[src/rtl/tce_pkg.sv]
`timescale 1ns/1ps
package tce_pkg;

    typedef enum logic [1:0] {
        OP_PUT  = 2'd0,
        OP_GET  = 2'd1,
        OP_FILL = 2'd2,
        OP_LIST = 2'd3
    } op_e;

    typedef enum logic [2:0] {
        ST_IDLE,
        ST_DECODE,
        ST_FETCH,
        ST_STEP,
        ST_DONE
    } state_e;

    typedef enum logic [1:0] {
        PERM_NONE = 2'd0,
        PERM_RD   = 2'd1,
        PERM_WR   = 2'd2,
        PERM_RW   = 2'd3
    } perm_e;

    localparam int STS_W = 8;
    localparam logic [STS_W-1:0] STS_OK    = 8'd0;
    localparam logic [STS_W-1:0] STS_PARAM = 8'd4;

    function automatic perm_e decode_perm(input logic [1:0] bits);
        perm_e p;
        unique case (bits)
            2'd0:    p = PERM_NONE;
            2'd1:    p = PERM_RD;
            2'd2:    p = PERM_WR;
            default: p = PERM_RW;
        endcase
        return p;
    endfunction

endpackage

[src/rtl/tce_table_select.sv]
`timescale 1ns/1ps
module tce_table_select #(
    parameter int NUM_TABLES = 2,
    parameter int DEPTH      = 16,
    parameter int ID_W       = 64,
    parameter int TAG_W      = 32,
    parameter int ADDR_W     = 64,
    parameter int SHIFT_W    = 6,
    parameter int CNT_W      = 32,
    localparam int SEL_W     = (NUM_TABLES > 1) ? $clog2(NUM_TABLES) : 1
) (
    input  logic [ID_W-1:0]               id,
    input  logic [NUM_TABLES*TAG_W-1:0]   cfg_tag,
    input  logic [NUM_TABLES*ADDR_W-1:0]  cfg_offset,
    input  logic [NUM_TABLES*SHIFT_W-1:0] cfg_shift,
    input  logic [NUM_TABLES*CNT_W-1:0]   cfg_count,
    output logic                          hit,
    output logic [SEL_W-1:0]              sel,
    output logic [ADDR_W-1:0]             offset,
    output logic [SHIFT_W-1:0]            shift,
    output logic [CNT_W-1:0]              count
);
    logic             upper_clear;
    logic [CNT_W-1:0] raw_count;

    assign upper_clear = (id[ID_W-1:TAG_W] == '0);

    // Lowest-numbered matching table wins.
    always_comb begin
        hit = 1'b0;
        sel = '0;
        for (int t = NUM_TABLES - 1; t >= 0; t--) begin
            if (upper_clear && (id[TAG_W-1:0] == cfg_tag[t*TAG_W +: TAG_W])) begin
                hit = 1'b1;
                sel = SEL_W'(t);
            end
        end
    end

    assign offset    = cfg_offset[int'(sel)*ADDR_W +: ADDR_W];
    assign shift     = cfg_shift[int'(sel)*SHIFT_W +: SHIFT_W];
    assign raw_count = cfg_count[int'(sel)*CNT_W +: CNT_W];
    assign count     = (raw_count > CNT_W'(DEPTH)) ? CNT_W'(DEPTH) : raw_count;

endmodule

[src/rtl/tce_index_calc.sv]
`timescale 1ns/1ps
module tce_index_calc #(
    parameter int ADDR_W  = 64,
    parameter int SHIFT_W = 6,
    parameter int CNT_W   = 32,
    parameter int IDX_W   = 4
) (
    input  logic [ADDR_W-1:0]  addr,
    input  logic [ADDR_W-1:0]  offset,
    input  logic [SHIFT_W-1:0] shift,
    input  logic [CNT_W-1:0]   count,
    output logic [ADDR_W-1:0]  low_mask,
    output logic [ADDR_W-1:0]  page_size,
    output logic [ADDR_W-1:0]  aligned,
    output logic [ADDR_W-1:0]  rel_page,
    output logic [IDX_W-1:0]   idx,
    output logic               in_range
);
    logic [ADDR_W-1:0] rel;
    logic [ADDR_W-1:0] full_idx;

    assign page_size = ADDR_W'(1) << shift;
    assign low_mask  = page_size - ADDR_W'(1);
    assign aligned   = addr & ~low_mask;
    assign rel       = aligned - offset;
    assign rel_page  = rel & ~low_mask;
    assign full_idx  = rel >> shift;
    assign in_range  = full_idx < ADDR_W'(count);
    assign idx       = full_idx[IDX_W-1:0];

endmodule

[src/rtl/tce_entry_store.sv]
`timescale 1ns/1ps
module tce_entry_store #(
    parameter int NUM_TABLES = 2,
    parameter int DEPTH      = 16,
    parameter int DATA_W     = 64,
    localparam int IDX_W     = $clog2(DEPTH),
    localparam int SEL_W     = (NUM_TABLES > 1) ? $clog2(NUM_TABLES) : 1
) (
    input  logic              clk,
    input  logic              rst_n,
    input  logic              wr_en,
    input  logic [SEL_W-1:0]  wr_sel,
    input  logic [IDX_W-1:0]  wr_idx,
    input  logic [DATA_W-1:0] wr_data,
    input  logic [SEL_W-1:0]  rd_sel,
    input  logic [IDX_W-1:0]  rd_idx,
    output logic [DATA_W-1:0] rd_data
);
    logic [DATA_W-1:0] rd_bank [NUM_TABLES];

    for (genvar t = 0; t < NUM_TABLES; t++) begin : g_bank
        logic [DATA_W-1:0] bank [DEPTH];

        always_ff @(posedge clk or negedge rst_n) begin
            if (!rst_n) begin
                for (int i = 0; i < DEPTH; i++) bank[i] <= '0;
            end else if (wr_en && (wr_sel == SEL_W'(t))) begin
                bank[wr_idx] <= wr_data;
            end
        end

        assign rd_bank[t] = bank[rd_idx];
    end

    assign rd_data = rd_bank[rd_sel];

endmodule

[src/rtl/tce_cmd_engine.sv]
`timescale 1ns/1ps
module tce_cmd_engine
    import tce_pkg::*;
#(
    parameter int NUM_TABLES = 2,
    parameter int DEPTH      = 16,
    parameter int ADDR_W     = 64,
    parameter int ID_W       = 64,
    parameter int TAG_W      = 32,
    parameter int SHIFT_W    = 6,
    parameter int CNT_W      = 32,
    parameter int LIST_MAX   = 512,
    parameter int LIST_ALIGN = 12
) (
    input  logic                          clk,
    input  logic                          rst_n,
    input  logic [NUM_TABLES*TAG_W-1:0]   cfg_tag,
    input  logic [NUM_TABLES*ADDR_W-1:0]  cfg_offset,
    input  logic [NUM_TABLES*SHIFT_W-1:0] cfg_shift,
    input  logic [NUM_TABLES*CNT_W-1:0]   cfg_count,
    input  logic                          cmd_valid,
    output logic                          cmd_ready,
    input  logic [1:0]                    cmd_op,
    input  logic [ID_W-1:0]               cmd_table,
    input  logic [ADDR_W-1:0]             cmd_addr,
    input  logic [ADDR_W-1:0]             cmd_arg,
    input  logic [CNT_W-1:0]              cmd_count,
    input  logic                          lst_valid,
    output logic                          lst_ready,
    input  logic [ADDR_W-1:0]             lst_data,
    output logic                          busy,
    output logic                          rsp_valid,
    output logic [STS_W-1:0]              rsp_status,
    output logic [ADDR_W-1:0]             rsp_value,
    output logic [CNT_W-1:0]              rsp_last_idx,
    output logic                          inv_valid,
    output logic [ADDR_W-1:0]             inv_iova,
    output logic [ADDR_W-1:0]             inv_target,
    output logic [ADDR_W-1:0]             inv_mask,
    output logic [1:0]                    inv_perm
);
    localparam int IDX_W = $clog2(DEPTH);
    localparam int SEL_W = (NUM_TABLES > 1) ? $clog2(NUM_TABLES) : 1;

    state_e            state, nstate;
    op_e               op_q;
    logic [ID_W-1:0]   id_q;
    logic [ADDR_W-1:0] cur_addr;
    logic [ADDR_W-1:0] arg_q;
    logic [CNT_W-1:0]  count_q;
    logic [ADDR_W-1:0] cur_val;
    logic [CNT_W-1:0]  done_cnt;
    logic [STS_W-1:0]  sts_q;
    logic [ADDR_W-1:0] val_q;

    // table resolution
    logic               t_hit;
    logic [SEL_W-1:0]   t_sel;
    logic [ADDR_W-1:0]  t_offset;
    logic [SHIFT_W-1:0] t_shift;
    logic [CNT_W-1:0]   t_count;

    // per-entry address arithmetic
    logic [ADDR_W-1:0] low_mask, page_size, aligned, rel_page;
    logic [IDX_W-1:0]  entry_idx;
    logic              in_range;

    logic [ADDR_W-1:0] rd_data;
    logic              wr_en;
    logic              list_bad, fill_bad, pre_err;
    logic [CNT_W-1:0]  total;
    logic              last_entry;

    tce_table_select #(
        .NUM_TABLES (NUM_TABLES),
        .DEPTH      (DEPTH),
        .ID_W       (ID_W),
        .TAG_W      (TAG_W),
        .ADDR_W     (ADDR_W),
        .SHIFT_W    (SHIFT_W),
        .CNT_W      (CNT_W)
    ) u_select (
        .id         (id_q),
        .cfg_tag    (cfg_tag),
        .cfg_offset (cfg_offset),
        .cfg_shift  (cfg_shift),
        .cfg_count  (cfg_count),
        .hit        (t_hit),
        .sel        (t_sel),
        .offset     (t_offset),
        .shift      (t_shift),
        .count      (t_count)
    );

    tce_index_calc #(
        .ADDR_W   (ADDR_W),
        .SHIFT_W  (SHIFT_W),
        .CNT_W    (CNT_W),
        .IDX_W    (IDX_W)
    ) u_index (
        .addr      (cur_addr),
        .offset    (t_offset),
        .shift     (t_shift),
        .count     (t_count),
        .low_mask  (low_mask),
        .page_size (page_size),
        .aligned   (aligned),
        .rel_page  (rel_page),
        .idx       (entry_idx),
        .in_range  (in_range)
    );

    tce_entry_store #(
        .NUM_TABLES (NUM_TABLES),
        .DEPTH      (DEPTH),
        .DATA_W     (ADDR_W)
    ) u_store (
        .clk     (clk),
        .rst_n   (rst_n),
        .wr_en   (wr_en),
        .wr_sel  (t_sel),
        .wr_idx  (entry_idx),
        .wr_data (cur_val),
        .rd_sel  (t_sel),
        .rd_idx  (entry_idx),
        .rd_data (rd_data)
    );

    // command-level checks, evaluated in DECODE
    assign list_bad = (count_q > CNT_W'(LIST_MAX)) || (count_q == '0) ||
                      (arg_q[LIST_ALIGN-1:0] != '0);
    assign fill_bad = (count_q > t_count) || (count_q == '0);

    always_comb begin
        pre_err = !t_hit;
        if (op_q == OP_LIST && list_bad) pre_err = 1'b1;
        if (op_q == OP_FILL && fill_bad) pre_err = 1'b1;
    end

    assign total      = (op_q == OP_PUT || op_q == OP_GET) ? CNT_W'(1) : count_q;
    assign last_entry = (done_cnt + CNT_W'(1)) == total;
    assign wr_en      = (state == ST_STEP) && in_range && (op_q != OP_GET);

    // next-state logic
    always_comb begin
        nstate = state;
        unique case (state)
            ST_IDLE:   if (cmd_valid) nstate = ST_DECODE;
            ST_DECODE: begin
                if (pre_err)              nstate = ST_DONE;
                else if (op_q == OP_LIST) nstate = ST_FETCH;
                else                      nstate = ST_STEP;
            end
            ST_FETCH:  if (lst_valid) nstate = ST_STEP;
            ST_STEP: begin
                if (!in_range || op_q == OP_GET || last_entry) nstate = ST_DONE;
                else if (op_q == OP_LIST)                      nstate = ST_FETCH;
                else                                           nstate = ST_STEP;
            end
            ST_DONE:   nstate = ST_IDLE;
            default:   nstate = ST_IDLE;
        endcase
    end

    // state register
    always_ff @(posedge clk or negedge rst_n) begin
        if (!rst_n) state <= ST_IDLE;
        else        state <= nstate;
    end

    // datapath and registered outputs
    always_ff @(posedge clk or negedge rst_n) begin
        if (!rst_n) begin
            op_q       <= OP_PUT;
            id_q       <= '0;
            cur_addr   <= '0;
            arg_q      <= '0;
            count_q    <= '0;
            cur_val    <= '0;
            done_cnt   <= '0;
            sts_q      <= STS_PARAM;
            val_q      <= '0;
            inv_valid  <= 1'b0;
            inv_iova   <= '0;
            inv_target <= '0;
            inv_mask   <= '0;
            inv_perm   <= '0;
        end else begin
            inv_valid <= 1'b0;
            unique case (state)
                ST_IDLE: begin
                    if (cmd_valid) begin
                        op_q     <= op_e'(cmd_op);
                        id_q     <= cmd_table;
                        cur_addr <= cmd_addr;
                        arg_q    <= cmd_arg;
                        count_q  <= cmd_count;
                        done_cnt <= '0;
                        sts_q    <= STS_PARAM;
                        val_q    <= '0;
                    end
                end
                ST_DECODE: cur_val <= arg_q;
                ST_FETCH:  if (lst_valid) cur_val <= lst_data;
                ST_STEP: begin
                    if (!in_range) begin
                        sts_q <= STS_PARAM;
                    end else if (op_q == OP_GET) begin
                        sts_q <= STS_OK;
                        val_q <= rd_data;
                    end else begin
                        sts_q      <= STS_OK;
                        inv_valid  <= 1'b1;
                        inv_iova   <= rel_page;
                        inv_target <= cur_val & ~low_mask;
                        inv_mask   <= low_mask;
                        inv_perm   <= decode_perm(cur_val[1:0]);
                        done_cnt   <= done_cnt + CNT_W'(1);
                        cur_addr   <= aligned + page_size;
                    end
                end
                ST_DONE: ;
                default: ;
            endcase
        end
    end

    assign cmd_ready    = (state == ST_IDLE);
    assign busy         = (state != ST_IDLE);
    assign lst_ready    = (state == ST_FETCH);
    assign rsp_valid    = (state == ST_DONE);
    assign rsp_status   = sts_q;
    assign rsp_value    = val_q;
    assign rsp_last_idx = (op_q == OP_LIST && done_cnt != '0) ? (done_cnt - CNT_W'(1)) : '0;

endmodule

[config.mk]
export PLATFORM = sky130hd
export DESIGN_NAME = tce_cmd_engine
export DESIGN_NICKNAME = d
export VERILOG_FILES = /design/src/rtl/tce_pkg.sv /design/src/rtl/tce_table_select.sv /design/src/rtl/tce_index_calc.sv /design/src/rtl/tce_entry_store.sv /design/src/rtl/tce_cmd_engine.sv
export SDC_FILE = /design/constraint.sdc
export NUM_CORES = 2
export LEC_CHECK = 0
export ABC_CLOCK_PERIOD_IN_PS = 15800
export BUFFER_PORTS_ARGS = -buffer_cell sky130_fd_sc_hd__clkbuf_2
export CAP_MARGIN = 20
export CORE_UTILIZATION = 25
export DETAILED_ROUTE_END_ITERATION = 7
export MAX_ROUTING_LAYER = met4
export PLACE_DENSITY = 0.51
export SETUP_SLACK_MARGIN = 0.05
export SKIP_LAST_GASP = 1
export SYNTH_ARGS = -nofsm -noshare
export SYNTH_HDL_FRONTEND = slang
export SYNTH_SLANG_ARGS = --single-unit
export TNS_END_PERCENT = 30
[constraint.sdc]
create_clock -name clk -period 15.8 [get_ports clk]
set_input_delay 3.16 -clock clk [delete_from_list [all_inputs] [get_ports clk]]
set_output_delay 3.16 -clock clk [all_outputs]
set_load 0.1 [all_outputs]
==> flow_summary.ini <==
[synth]
syn_avg_cell_area_um2 = 9.88
synth_warnings = 0
ys.flop_type = dfrtp_1
synthSimpleGateAreaFrac_pct = 16.2
syn-cell-area_um2 = 139000
synth_seq_cells = 2633
synth_edf_count = 0
synthTopCellsByCount = 2956 x nand2_1, 2632 x dfrtp_1, 1695 x mux2_2
yosys.area.top_type_share_pct = 47.3
yosys-top-cells-area = dfrtp_1 47%, mux2_2 14%, nand2_1 8.0%, mux2_1 3.2%, a21oi_1 3.2%
synth_compound_gate_area_share_pct = 9.99
synth.most_common_cell = nand2_1
synth_top_area_cell = dfrtp_1
synth_xor_xnor_area_share_pct = 1.47
synth_top_family_by_area = multiplexers
synth_cells = 14100
synthMuxAreaShare_pct = 19.4
ys_types = 104
synthArstFlopShare_pct = 100
ys_seq_area_share_pct = 47.3
synthAdderAreaFrac_pct = 1.69

[run_status]
outcome = complete, no violations

[floorplanning]
fp.dieW_um = 748
die_y_um = 748
ios = 865
rows = 273
fp.coreArea_um2 = 554000
die_area_um2 = 560000
floorplan.initialDensity_pct = 25.2

[timing]
setup_viol_count_final = 0
worst_pin_slew_ps = 1130
drv_slew = 0
rsz0062_at_grt = no
period_needed_ps = 15480
whs_ps = 470
post-route-period-util_pct = 98.0
clock.fmax_mhz = 64.6
fin_skew_ps = 68.4
final_hold_viol_count = 0
maxSlewHeadroom_pct = 23.7

[place]
place_congestion = 1.01
hpwlAfterDp_mm = 419
portBuffers = 857

[clock_network]
path_clk_slew_ps = 60
root_buffer = clkbuf_16
cts_setup_buffers = 0
cts_sinks = 2633
cts_made_buffers = 312
postCtsHoldBufs = 0
clk_path_buf_depth = 4
htreeDepth = 5
clk_latency_ps = 1000
cts_tree = built

[critical_path]
reg2reg_to = rsp_value[9]$_DFFE_PN0P_
worstPathRequired_ps = 16660
worstPathMaxFanout = 32
cp-endpoint = rsp_value[9]$_DFFE_PN0P_
cp_common_cell = buf_4
end_kind = flip-flop
worstPathArrival_ps = 16340
r2r_cells = 59
crit_path_start_kind = input pin
path_class = in2reg
cpPeakStageDelay_ps = 570
r2r_setup_slack_ps = 2150
critPathSlowestCell = or4_1
reg2reg_from = id_q[20]$_DFFE_PN0P_
crit_start = cfg_tag[31]

[grt]
antenna_found_initial = 69
grt_max_degree = 170
grt_pass1_vias = 113000
grt_pass1_wl_mm = 844
grt.overflow.total = 0
track_usage_pct = 20.9

[finish]
synthToLayoutAreaGrowth_pct = 21.6
nNetsFinal = 16000
final_layout_size_suffix_gt1_share_pct = 27.6
finish.utilization_pct = 30.6
nFillCells = 57700

[routing]
viasPerCell = 5.02
drt_iter0_drc = 10100
drcViolationCount = 0
dr_total_vias = 115000
drtPass1Iterations = 6
routed_wl_mm = 587
wl_per_cell_um = 25.6
ant_nets = 0

[power_and_ir_drop]
peakVddDrop_v = 0.000113
powerDensity_nw_per_um2 = 137
leakage_nw = 80.8

[flow_run]
max-cap-violations = 0

[worst_hold_path]
hold_path.class = reg2reg
flip-flops by register name (all words and copies together) (netlist names):
register and cells:
inv_target 64, cur_val 64, arg_q 64, rsp_status 1, u_store.g_bank.bank 2048, inv_valid 1, op_q 2, cur_addr 64
inv_iova 64, rsp_value 64, inv_perm 2, id_q 64, done_cnt 32, inv_mask 64, state 3, count_q 32
worst min path at each step:
stage | cells after the start | end | start
6_report | 2 | arg_q[28]$_DFFE_PN0P_ | arg_q[28]$_DFFE_PN0P_
5_1_grt | 2 | arg_q[49]$_DFFE_PN0P_ | arg_q[49]$_DFFE_PN0P_
4_1_cts | 2 | arg_q[37]$_DFFE_PN0P_ | arg_q[37]$_DFFE_PN0P_
3_5_place_dp | 2 | arg_q[37]$_DFFE_PN0P_ | arg_q[37]$_DFFE_PN0P_
3_3_place_gp | 2 | cur_addr[13]$_DFFE_PN0P_ | cur_addr[13]$_DFFE_PN0P_
2_1_floorplan | 2 | cur_addr[13]$_DFFE_PN0P_ | cur_addr[13]$_DFFE_PN0P_
worst max-delay path, delay by kind of cell:
kind / cells / cell delay [ps]
fa+ha+maj: 3 / 670
compound gates: 17 / 4330
simple gates: 23 / 4290
buf+inv: 15 / 2820
xor+xnor: 2 / 710
layer usage:
metal	vias up	wire, µm	global-route usage, %
li1	51900	-	-
met1	59000	266000	28.4
met2	3465	264000	32.0
met3	761	34400	3.17
met4	0	22700	6.85
met5	-	0	-
per-stage QoR:
step | total power [mW] | cell area, µm² | setup WS, ps | cells | setup TNS, ps
2_1_floorplan | 12.1 | 140000 | 96.9 | 14200 | 0
3_3_place_gp | 15.9 | 159000 | -2280 | 22300 | -4088480
3_5_place_dp | 15.9 | 159000 | -853 | 22300 | -644350
4_1_cts | 23.5 | 169000 | 138 | 22900 | 0
5_1_grt | 24.3 | 169000 | 83.7 | 22900 | 0
6_report | 23.3 | 169000 | 324 | 22900 | 0
power by group:
| part | switching (mW) | internal, mW |
|---|---|---|
| Sequential | 0.627 | 7.25 |
| Combinational | 5.83 | 2.06 |
| Clock | 3.17 | 4.35 |
| Total | 9.62 | 13.7 |
kinds of logic after synthesis:
group           after synthesis
compound gates             2226
simple gates               5119
flops                      2633
mux                        2424
other cells                   2
xor+xnor                    233
fa+ha+maj                   188
buf+inv                    1267
cell type report:
cell class | instances | area [µm²] | share of cell area, %
Multi-Input combinational cell | 10300 | 68700 | 40.5
Tap cell | 7425 | 9290 | 5.48
Clock buffer | 446 | 8940 | 5.28
Sequential cell | 2633 | 65900 | 38.9
Timing Repair Buffer | 1915 | 14400 | 8.49
Antenna cell | 34 | 85.1 | 0.0502
Inverter | 114 | 435 | 0.257
Clock inverter | 107 | 1680 | 0.990
cells in the final DEF (no fill, tap or decap), types with 250 or more instances in the layout:
master	count
mux2_1	398
nor2_1	451
clkbuf_2	856
buf_4	887
dfrtp_1	2622
mux2_2	1695
clkbuf_16	314
nand2_1	2934
a21oi_1	872
o21ai_0	452
nand3_1	723
nor3_1	250
mux2i_1	321
repair_timing:
item	in CTS	in global routing
hold endpoints to repair	0	0
gates resized for setup	0	6
setup endpoints to repair	0	1745
(Power assumes the default switching activity.)
